**src/rtl/mac_stat_pkg.sv**
```systemverilog
package mac_stat_pkg;
  localparam int REG_W     = 32;
  localparam int BIT_LINK  = 2;
  localparam int BIT_RETRY = 4;
  localparam logic [REG_W-1:0] FLAG_MASK = (REG_W'(1) << BIT_LINK) | (REG_W'(1) << BIT_RETRY);
endpackage

```
**src/rtl/mac_link_edge.sv**
```systemverilog
module mac_link_edge #(
  parameter int SYNC_STAGES = 2
) (
  input  logic clk_i,
  input  logic rst_ni,
  input  logic link_i,
  output logic chg_o
);
  localparam int MSB = SYNC_STAGES - 1;

  logic [MSB:0] sync_q;
  logic         prev_q;

  always_ff @(posedge clk_i or negedge rst_ni) begin
    if (!rst_ni) begin
      sync_q <= '0;
      prev_q <= 1'b0;
    end else begin
      sync_q <= {sync_q[MSB-1:0], link_i};
      prev_q <= sync_q[MSB];
    end
  end

  // either-edge change on the synchronised level
  assign chg_o = sync_q[MSB] ^ prev_q;
endmodule

```
**src/rtl/mac_pause_retry.sv**
```systemverilog
module mac_pause_retry #(
  parameter int CNT_W = 8
) (
  input  logic             clk_i,
  input  logic             rst_ni,
  input  logic             pulse_i,
  input  logic             flow_en_i,
  input  logic             clr_i,
  input  logic [CNT_W-1:0] limit_i,
  output logic             over_o,
  output logic [CNT_W-1:0] cnt_o
);
  localparam logic [CNT_W-1:0] CNT_MAX = '1;

  logic [CNT_W-1:0] cnt_q;
  logic [CNT_W:0]   cnt_inc;

  // compare one bit wider so a saturated count still exceeds the top limit
  assign cnt_inc = {1'b0, cnt_q} + (CNT_W+1)'(1);
  assign over_o  = pulse_i && flow_en_i && (cnt_inc > {1'b0, limit_i});
  assign cnt_o   = cnt_q;

  always_ff @(posedge clk_i or negedge rst_ni) begin
    if (!rst_ni)                       cnt_q <= '0;
    else if (!flow_en_i || clr_i)      cnt_q <= '0;
    else if (pulse_i && cnt_q != CNT_MAX) cnt_q <= cnt_inc[CNT_W-1:0];
  end
endmodule

```
**src/rtl/mac_stat_bank.sv**
```systemverilog
module mac_stat_bank
  import mac_stat_pkg::*;
(
  input  logic             clk_i,
  input  logic             rst_ni,
  input  logic [REG_W-1:0] set_i,
  input  logic [REG_W-1:0] clr_i,
  input  logic             en_we_i,
  input  logic [REG_W-1:0] en_wdata_i,
  output logic [REG_W-1:0] flags_o,
  output logic [REG_W-1:0] en_o,
  output logic             irq_o
);
  for (genvar i = 0; i < REG_W; i++) begin : g_bit
    if (FLAG_MASK[i]) begin : g_live
      logic f_q, e_q;
      always_ff @(posedge clk_i or negedge rst_ni) begin
        if (!rst_ni) begin
          f_q <= 1'b0;
          e_q <= 1'b0;
        end else begin
          f_q <= set_i[i] | (f_q & ~clr_i[i]); // set wins
          if (en_we_i) e_q <= en_wdata_i[i];
        end
      end
      assign flags_o[i] = f_q;
      assign en_o[i]    = e_q;
    end else begin : g_rsvd
      logic unused_bits;
      assign unused_bits = ^{set_i[i], clr_i[i], en_wdata_i[i]};
      assign flags_o[i]  = 1'b0;
      assign en_o[i]     = 1'b0;
    end
  end

  always_ff @(posedge clk_i or negedge rst_ni) begin
    if (!rst_ni) irq_o <= 1'b0;
    else         irq_o <= |(flags_o & en_o);
  end
endmodule

```
**src/rtl/mac_stat_irq.sv**
```systemverilog
module mac_stat_irq
  import mac_stat_pkg::*;
#(
  parameter int                ADDR_W      = 4,
  parameter int                CNT_W       = 8,
  parameter int                SYNC_STAGES = 2,
  parameter logic [ADDR_W-1:0] STAT_ADDR   = ADDR_W'(0),
  parameter logic [ADDR_W-1:0] EN_ADDR     = ADDR_W'(4)
) (
  input  logic              clk_i,
  input  logic              rst_ni,
  input  logic [ADDR_W-1:0] addr_i,
  input  logic [REG_W-1:0]  wdata_i,
  input  logic              wr_i,
  input  logic              rd_i,
  output logic [REG_W-1:0]  rdata_o,
  input  logic              link_i,
  input  logic              pause_retx_i,
  input  logic              flow_en_i,
  input  logic [CNT_W-1:0]  retry_lim_i,
  output logic              irq_o
);
  logic             stat_we, en_we, link_chg, retry_over, retry_clr;
  logic [CNT_W-1:0] retry_cnt;
  logic [REG_W-1:0] set_vec, clr_vec, flags, en;

  assign stat_we   = wr_i && (addr_i == STAT_ADDR);
  assign en_we     = wr_i && (addr_i == EN_ADDR);
  assign clr_vec   = stat_we ? wdata_i : '0;
  assign retry_clr = clr_vec[BIT_RETRY];

  mac_link_edge #(.SYNC_STAGES(SYNC_STAGES)) u_link (
    .clk_i (clk_i),
    .rst_ni(rst_ni),
    .link_i(link_i),
    .chg_o (link_chg)
  );

  mac_pause_retry #(.CNT_W(CNT_W)) u_retry (
    .clk_i    (clk_i),
    .rst_ni   (rst_ni),
    .pulse_i  (pause_retx_i),
    .flow_en_i(flow_en_i),
    .clr_i    (retry_clr),
    .limit_i  (retry_lim_i),
    .over_o   (retry_over),
    .cnt_o    (retry_cnt)
  );

  always_comb begin
    set_vec            = '0;
    set_vec[BIT_LINK]  = link_chg;
    set_vec[BIT_RETRY] = retry_over;
  end

  mac_stat_bank u_bank (
    .clk_i     (clk_i),
    .rst_ni    (rst_ni),
    .set_i     (set_vec),
    .clr_i     (clr_vec),
    .en_we_i   (en_we),
    .en_wdata_i(wdata_i),
    .flags_o   (flags),
    .en_o      (en),
    .irq_o     (irq_o)
  );

  always_comb begin
    rdata_o = '0;
    if (rd_i) begin
      if (addr_i == STAT_ADDR)    rdata_o = flags;
      else if (addr_i == EN_ADDR) rdata_o = en;
    end
  end
endmodule

```
**config.mk**
```make
export PLATFORM = sky130hd
export DESIGN_NAME = mac_stat_irq
export DESIGN_NICKNAME = d
export VERILOG_FILES = /design/src/rtl/mac_stat_pkg.sv /design/src/rtl/mac_link_edge.sv /design/src/rtl/mac_pause_retry.sv /design/src/rtl/mac_stat_bank.sv /design/src/rtl/mac_stat_irq.sv
export SDC_FILE = /design/constraint.sdc
export NUM_CORES = 1
export LEC_CHECK = 0
export ABC_AREA = 1
export BUFFER_PORTS_ARGS = -buffer_cell sky130_fd_sc_hd__buf_4
export CELL_PAD_IN_SITES_DETAIL_PLACEMENT = 1
export CELL_PAD_IN_SITES_GLOBAL_PLACEMENT = 2
export CORE_MARGIN = 3
export CORE_UTILIZATION = 22
export CTS_CLUSTER_SIZE = 8
export DETAILED_ROUTE_END_ITERATION = 12
export HOLD_SLACK_MARGIN = 0.1
export PLACE_DENSITY_LB_ADDON = 0.15
export SLEW_MARGIN = 20
export SYNTH_ARGS = -nofsm -noshare
export SYNTH_HDL_FRONTEND = slang
export SYNTH_SLANG_ARGS = --single-unit
```
**constraint.sdc**
```tcl
create_clock -name clk_i -period 5.3 [get_ports clk_i]
set_input_delay 0.265 -clock clk_i [delete_from_list [all_inputs] [get_ports clk_i]]
set_output_delay 0.265 -clock clk_i [all_outputs]
set_load 0.005 [all_outputs]
```
==> results list <==
- CP Capture Type: register
- Die area: ~6600 µm²
* Leading area contributor after synthesis: sky130_fd_sc_hd__dfrtp_1
- Pin count of the biggest net entering global routing: 17
- The synthesized netlist devotes 5.38% of its cell area to compound gates.
- Top-level I/O count: 84
* Flip-flop and latch count after synthesis: 16
- The final route contains about 1000 vias.
- Routability-driven placement finished with a final weighted congestion of approximately 0.7.
* Simple logic cell fraction of the synthesized area: 26.4%
- After synthesis, the share of cell area in mux cells is 0%.
- Measured in cells, the most critical reg-to-reg path has a length of 12.
- Fraction of final layout cells with drive strength greater than 1: between 10% and 20%
- Total number of clock tree sinks: 16
- Wire length after detailed routing: 2880 µm
- Synth Flop Type: sky130_fd_sc_hd__dfrtp_1
* Die boundary width: 81.5 µm
* Total of warnings raised by yosys: 0
- RR Endpoint: u_bank.g_bit[4].g_live.f_q
* Final number of max-transition violations: 0
- Once placement completed, the tool counted placed cells totaling between 200 and 300.
- Status: completed
- Antenna diodes: 0
- Number of placement rows: 26
- Startpoint of the worst setup timing path: u_retry.cnt_o[0]
* Combinational cell fraction of total power: 17.5%
- The number of global-route vias before repair came to around 1100.
* Cells on Worst Hold Path: 1
- Setup Total Neg Slack: 0 ns
* Area share of the largest cell type after synthesis: about a third
- In the post-synthesis netlist, the cell with the most instances is sky130_fd_sc_hd__nand2_1.
* Static Leakage: 0.851 nW
- Gates resized during post-CTS repair numbered 0.
- Largest family of logic cells by synthesized area: simple AND/OR/NAND/NOR gates
* Post-synthesis instance area: around 1300 µm²
* Grt total ovfl: 0
- Clock latency on the worst-skew pair: around 0.25 ns
* Sequential standard cell area: roughly 400 µm²
* Internal Pwr Total: around 0.00022 W
* Period Utilization, post-route: about two fifths
* Area of the multi-input gates: roughly 660 µm²
- After Yosys synthesis, full adders, half adders and majority gates account for under 10% of the synthesized area.
- Number of antenna violations at the first check in global routing: 0
* Number of flops mapped to enable cells by yosys: 0
- The worst register-to-register path begins at u_retry.cnt_o[0].
- After detailed routing, the number of remaining DRC violations is 0.
* Max Cap Viol: 0
- Number of instances in the synthesized netlist: 173
- Number of setup buffers added after CTS: 0
- The first global-routing pass estimated between 5000 and 6000 µm of wire.
- Final cell count without fillers: 270
- List of cells traversed by the critical path: ha_1 -> nand3_1 -> inv_1 -> nand3_1 -> xor2_1 -> ha_1 -> a21oi_1 -> o21bai_1 -> nor2_1 -> nand2_1 -> nand2_1 -> nand2_1
* Unrepaired setup endpoints after global routing: false
* Post-synthesis sequential area ratio: about a third
* Post-synthesis cell type count: 20
- Sorting the synthesized cells by area gives the leading types as sky130_fd_sc_hd__dfrtp_1 (32%), sky130_fd_sc_hd__buf_4 (18%), sky130_fd_sc_hd__nand2_1 (17%), sky130_fd_sc_hd__ha_1 (9.0%), sky130_fd_sc_hd__inv_1 (6.0%).
- After detailed routing, the number of vias per cell comes to between 3 and 4.
* CTS tree: yes
* Synthesized area per cell: 7.25 µm²
- Among all stages on the critical path, the largest delay is contributed by sky130_fd_sc_hd__dfrtp_1.
* Data required time of the critical path: 5.45 ns
- Top cell types by occurrence after synthesis: sky130_fd_sc_hd__nand2_1 (57), sky130_fd_sc_hd__buf_4 (30), sky130_fd_sc_hd__inv_1 (20)
- Max stage delay on crit path: 0.44 ns
- Iter 0 DRT Violations: 13
* WS Path Type: register to register
- The number of hold violations in the final report came to 0.
- # H-tree levels: 1
* Post-DP HPWL: 2530 µm
- Relative to the synthesized area, the layout overhead comes to 16.6%.
- Reg clk slew, reported paths: around 0.060 ns
- Height of the chip: just over 80 µm
* Minimum clock period after layout: approximately 2.1 ns
* Worst VDD drop: around 0.094 mV
- Async S/R FF share, synth: 100%
- Hold Startpoint: link_i
- Switching Fraction: 25.4%
* Startpoint class of the critical path: register
* Ratio of total power to cell area: 202 nW/µm²
- Drt wl/cell: 10.7 µm
- Total CTS buffers: 3
- Maximum clock skew at final layout: about 0.0022 ns
* Clk pwr share: roughly 36%
- Sw Pwr: about 0.000075 W
- In this run the tool buffered the top-level ports with 23 buffer cells.
* Proportion of power drawn by flip-flops and latches: between 40% and 50%
* Layout Nets: between 200 and 300
- Core Footprint: ~5300 µm²
- Slack of the worst reg-to-reg path: roughly 3.2 ns
- Xor/xnor share of the synthesized area: under 10%
- Final Util: approximately 28%
- Along the worst path, the maximum fanout reaches 5.
- Data arrival time of the critical path: ~2.2 ns
- Among the stages of the critical path, the cell type that occurs most often is sky130_fd_sc_hd__nand2_1.
- Effective utilization at floorplan: roughly a quarter
* Maximum operating frequency: 0.479 GHz
- In this run the remaining antenna-violating nets after routing total 0.
- The clock passes through at most 2 buffers.
* GRT Util Overall: 9.65%
* Buffers and inverters on the worst path: 1
* Class of the tightest hold or removal check: input pin to register
* Endpoint with the worst hold slack: u_link.sync_q[0]
- Cell type group with the largest total delay on the critical path: adder cells
- Setup violations remaining at the end of the flow were counted as 0.
- The layout has 676 filler cells.
- For this run, the detailed router's first-pass iteration total came to 4.
* Root Buffer Master: sky130_fd_sc_hd__clkbuf_8
## layout make-up
type | instances | share of cell area [%]
inverter | 21 | 5.38
tap | 70 | 5.98
sequential | 16 | 27.4
multi-input combinational | 135 | 45.0
timing repair buffer | 24 | 12.5
clock buffer | 4 | 3.76
## metrics by stage
stage,cell area (µm²),total power [W],setup slack (ns),hold WS [ns]
floorplan,1360,0.000180,3.46,-0.0306
global placement,1400,0.000189,3.24,0.137
detailed placement,1400,0.000191,3.16,0.141
CTS,1460,0.000302,3.16,0.118
global route,1460,0.000321,2.90,0.106
finish,1460,0.000295,3.21,0.123
## power groups by stage
stage | sequential (W) | clock (W) | combinational (W)
global route | 0.000138 | 0.000122 | 0.0000618
floorplan | 0.000137 | 0 | 0.0000425
global placement | 0.000139 | 0 | 0.0000503
finish | 0.000136 | 0.000107 | 0.0000518
detailed placement | 0.000139 | 0 | 0.0000519
CTS | 0.000136 | 0.000113 | 0.0000527
## worst reg2reg max path: stages, from the launching register on
cell                       delay [ns]
sky130_fd_sc_hd__dfrtp_1         0.44
sky130_fd_sc_hd__ha_1            0.26
sky130_fd_sc_hd__nand3_1         0.17
sky130_fd_sc_hd__inv_1           0.06
sky130_fd_sc_hd__nand3_1         0.08
sky130_fd_sc_hd__xor2_1          0.20
sky130_fd_sc_hd__ha_1            0.28
sky130_fd_sc_hd__a21oi_1         0.16
sky130_fd_sc_hd__o21bai_1        0.08
sky130_fd_sc_hd__nor2_1          0.09
sky130_fd_sc_hd__nand2_1         0.06
sky130_fd_sc_hd__nand2_1         0.06
sky130_fd_sc_hd__nand2_1         0.04
## registers in the layout (all words and copies together), names as in the netlist
name and flops:
u_bank.g_bit.g_live.e_q 2, u_link.sync_q 2, u_bank.irq_o 1, u_bank.g_bit.g_live.f_q 2, u_link.prev_q 1, u_retry.cnt_o 8
## what timing repair did
action / CTS / global route
setup endpoints to repair: 0 / 0
hold buffers: 1 / 0
hold endpoints to repair: 16 / 0
## layout by cell type, fill, tap and decap left out
cell,netlist,final
sky130_fd_sc_hd__a21oi_1,6,6
sky130_fd_sc_hd__a21oi_4,1,1
sky130_fd_sc_hd__a22o_1,1,1
sky130_fd_sc_hd__and3_1,1,1
sky130_fd_sc_hd__buf_4,30,23
sky130_fd_sc_hd__clkbuf_8,0,4
sky130_fd_sc_hd__conb_1,1,30
sky130_fd_sc_hd__dfrtp_1,16,16
sky130_fd_sc_hd__dlygate4sd3_1,0,1
sky130_fd_sc_hd__ha_1,9,9
sky130_fd_sc_hd__inv_1,20,20
sky130_fd_sc_hd__inv_2,1,1
sky130_fd_sc_hd__nand2_1,57,57
sky130_fd_sc_hd__nand3_1,7,7
sky130_fd_sc_hd__nand4_1,2,2
sky130_fd_sc_hd__nor2_1,12,12
sky130_fd_sc_hd__nor2_2,2,2
sky130_fd_sc_hd__nor4_1,1,1
sky130_fd_sc_hd__o21ai_0,1,1
sky130_fd_sc_hd__o21bai_1,1,1
sky130_fd_sc_hd__xnor2_1,1,1
sky130_fd_sc_hd__xor2_1,3,3
## cell families (layout without fill, tap and decap cells)
logic type / count (synthesis) / after routing
buf+inv: 51 / 49
other cells: 1 / 30
xor+xnor: 4 / 4
flops: 16 / 16
fa+ha+maj: 9 / 9
simple gates: 82 / 82
compound gates: 10 / 10
## how the worst max path moves through the flow
| stage | endpoint | slack, ns | cells after the start |
|---|---|---|---|
| 2_1_floorplan | u_bank.g_bit[4].g_live.f_q | 3.46 | 12 |
| 3_3_place_gp | u_bank.g_bit[4].g_live.f_q | 3.24 | 12 |
| 3_5_place_dp | u_bank.g_bit[4].g_live.f_q | 3.16 | 12 |
| 4_1_cts | u_bank.g_bit[4].g_live.f_q | 3.16 | 12 |
| 5_1_grt | u_bank.g_bit[4].g_live.f_q | 2.90 | 12 |
| 6_report | u_bank.g_bit[4].g_live.f_q | 3.21 | 12 |
## routing by layer
layer / vias up / wire length (µm) / global-route usage [%]
li1: 525 / - / -
met1: 470 / 1170 / 10.9
met2: 32 / 1490 / 18.3
met3: 2 / 208 / 2.41
met4: 0 / 15 / 1.52
met5: - / 0 / 0
No activity file was read; power rests on OpenSTA's default activity.
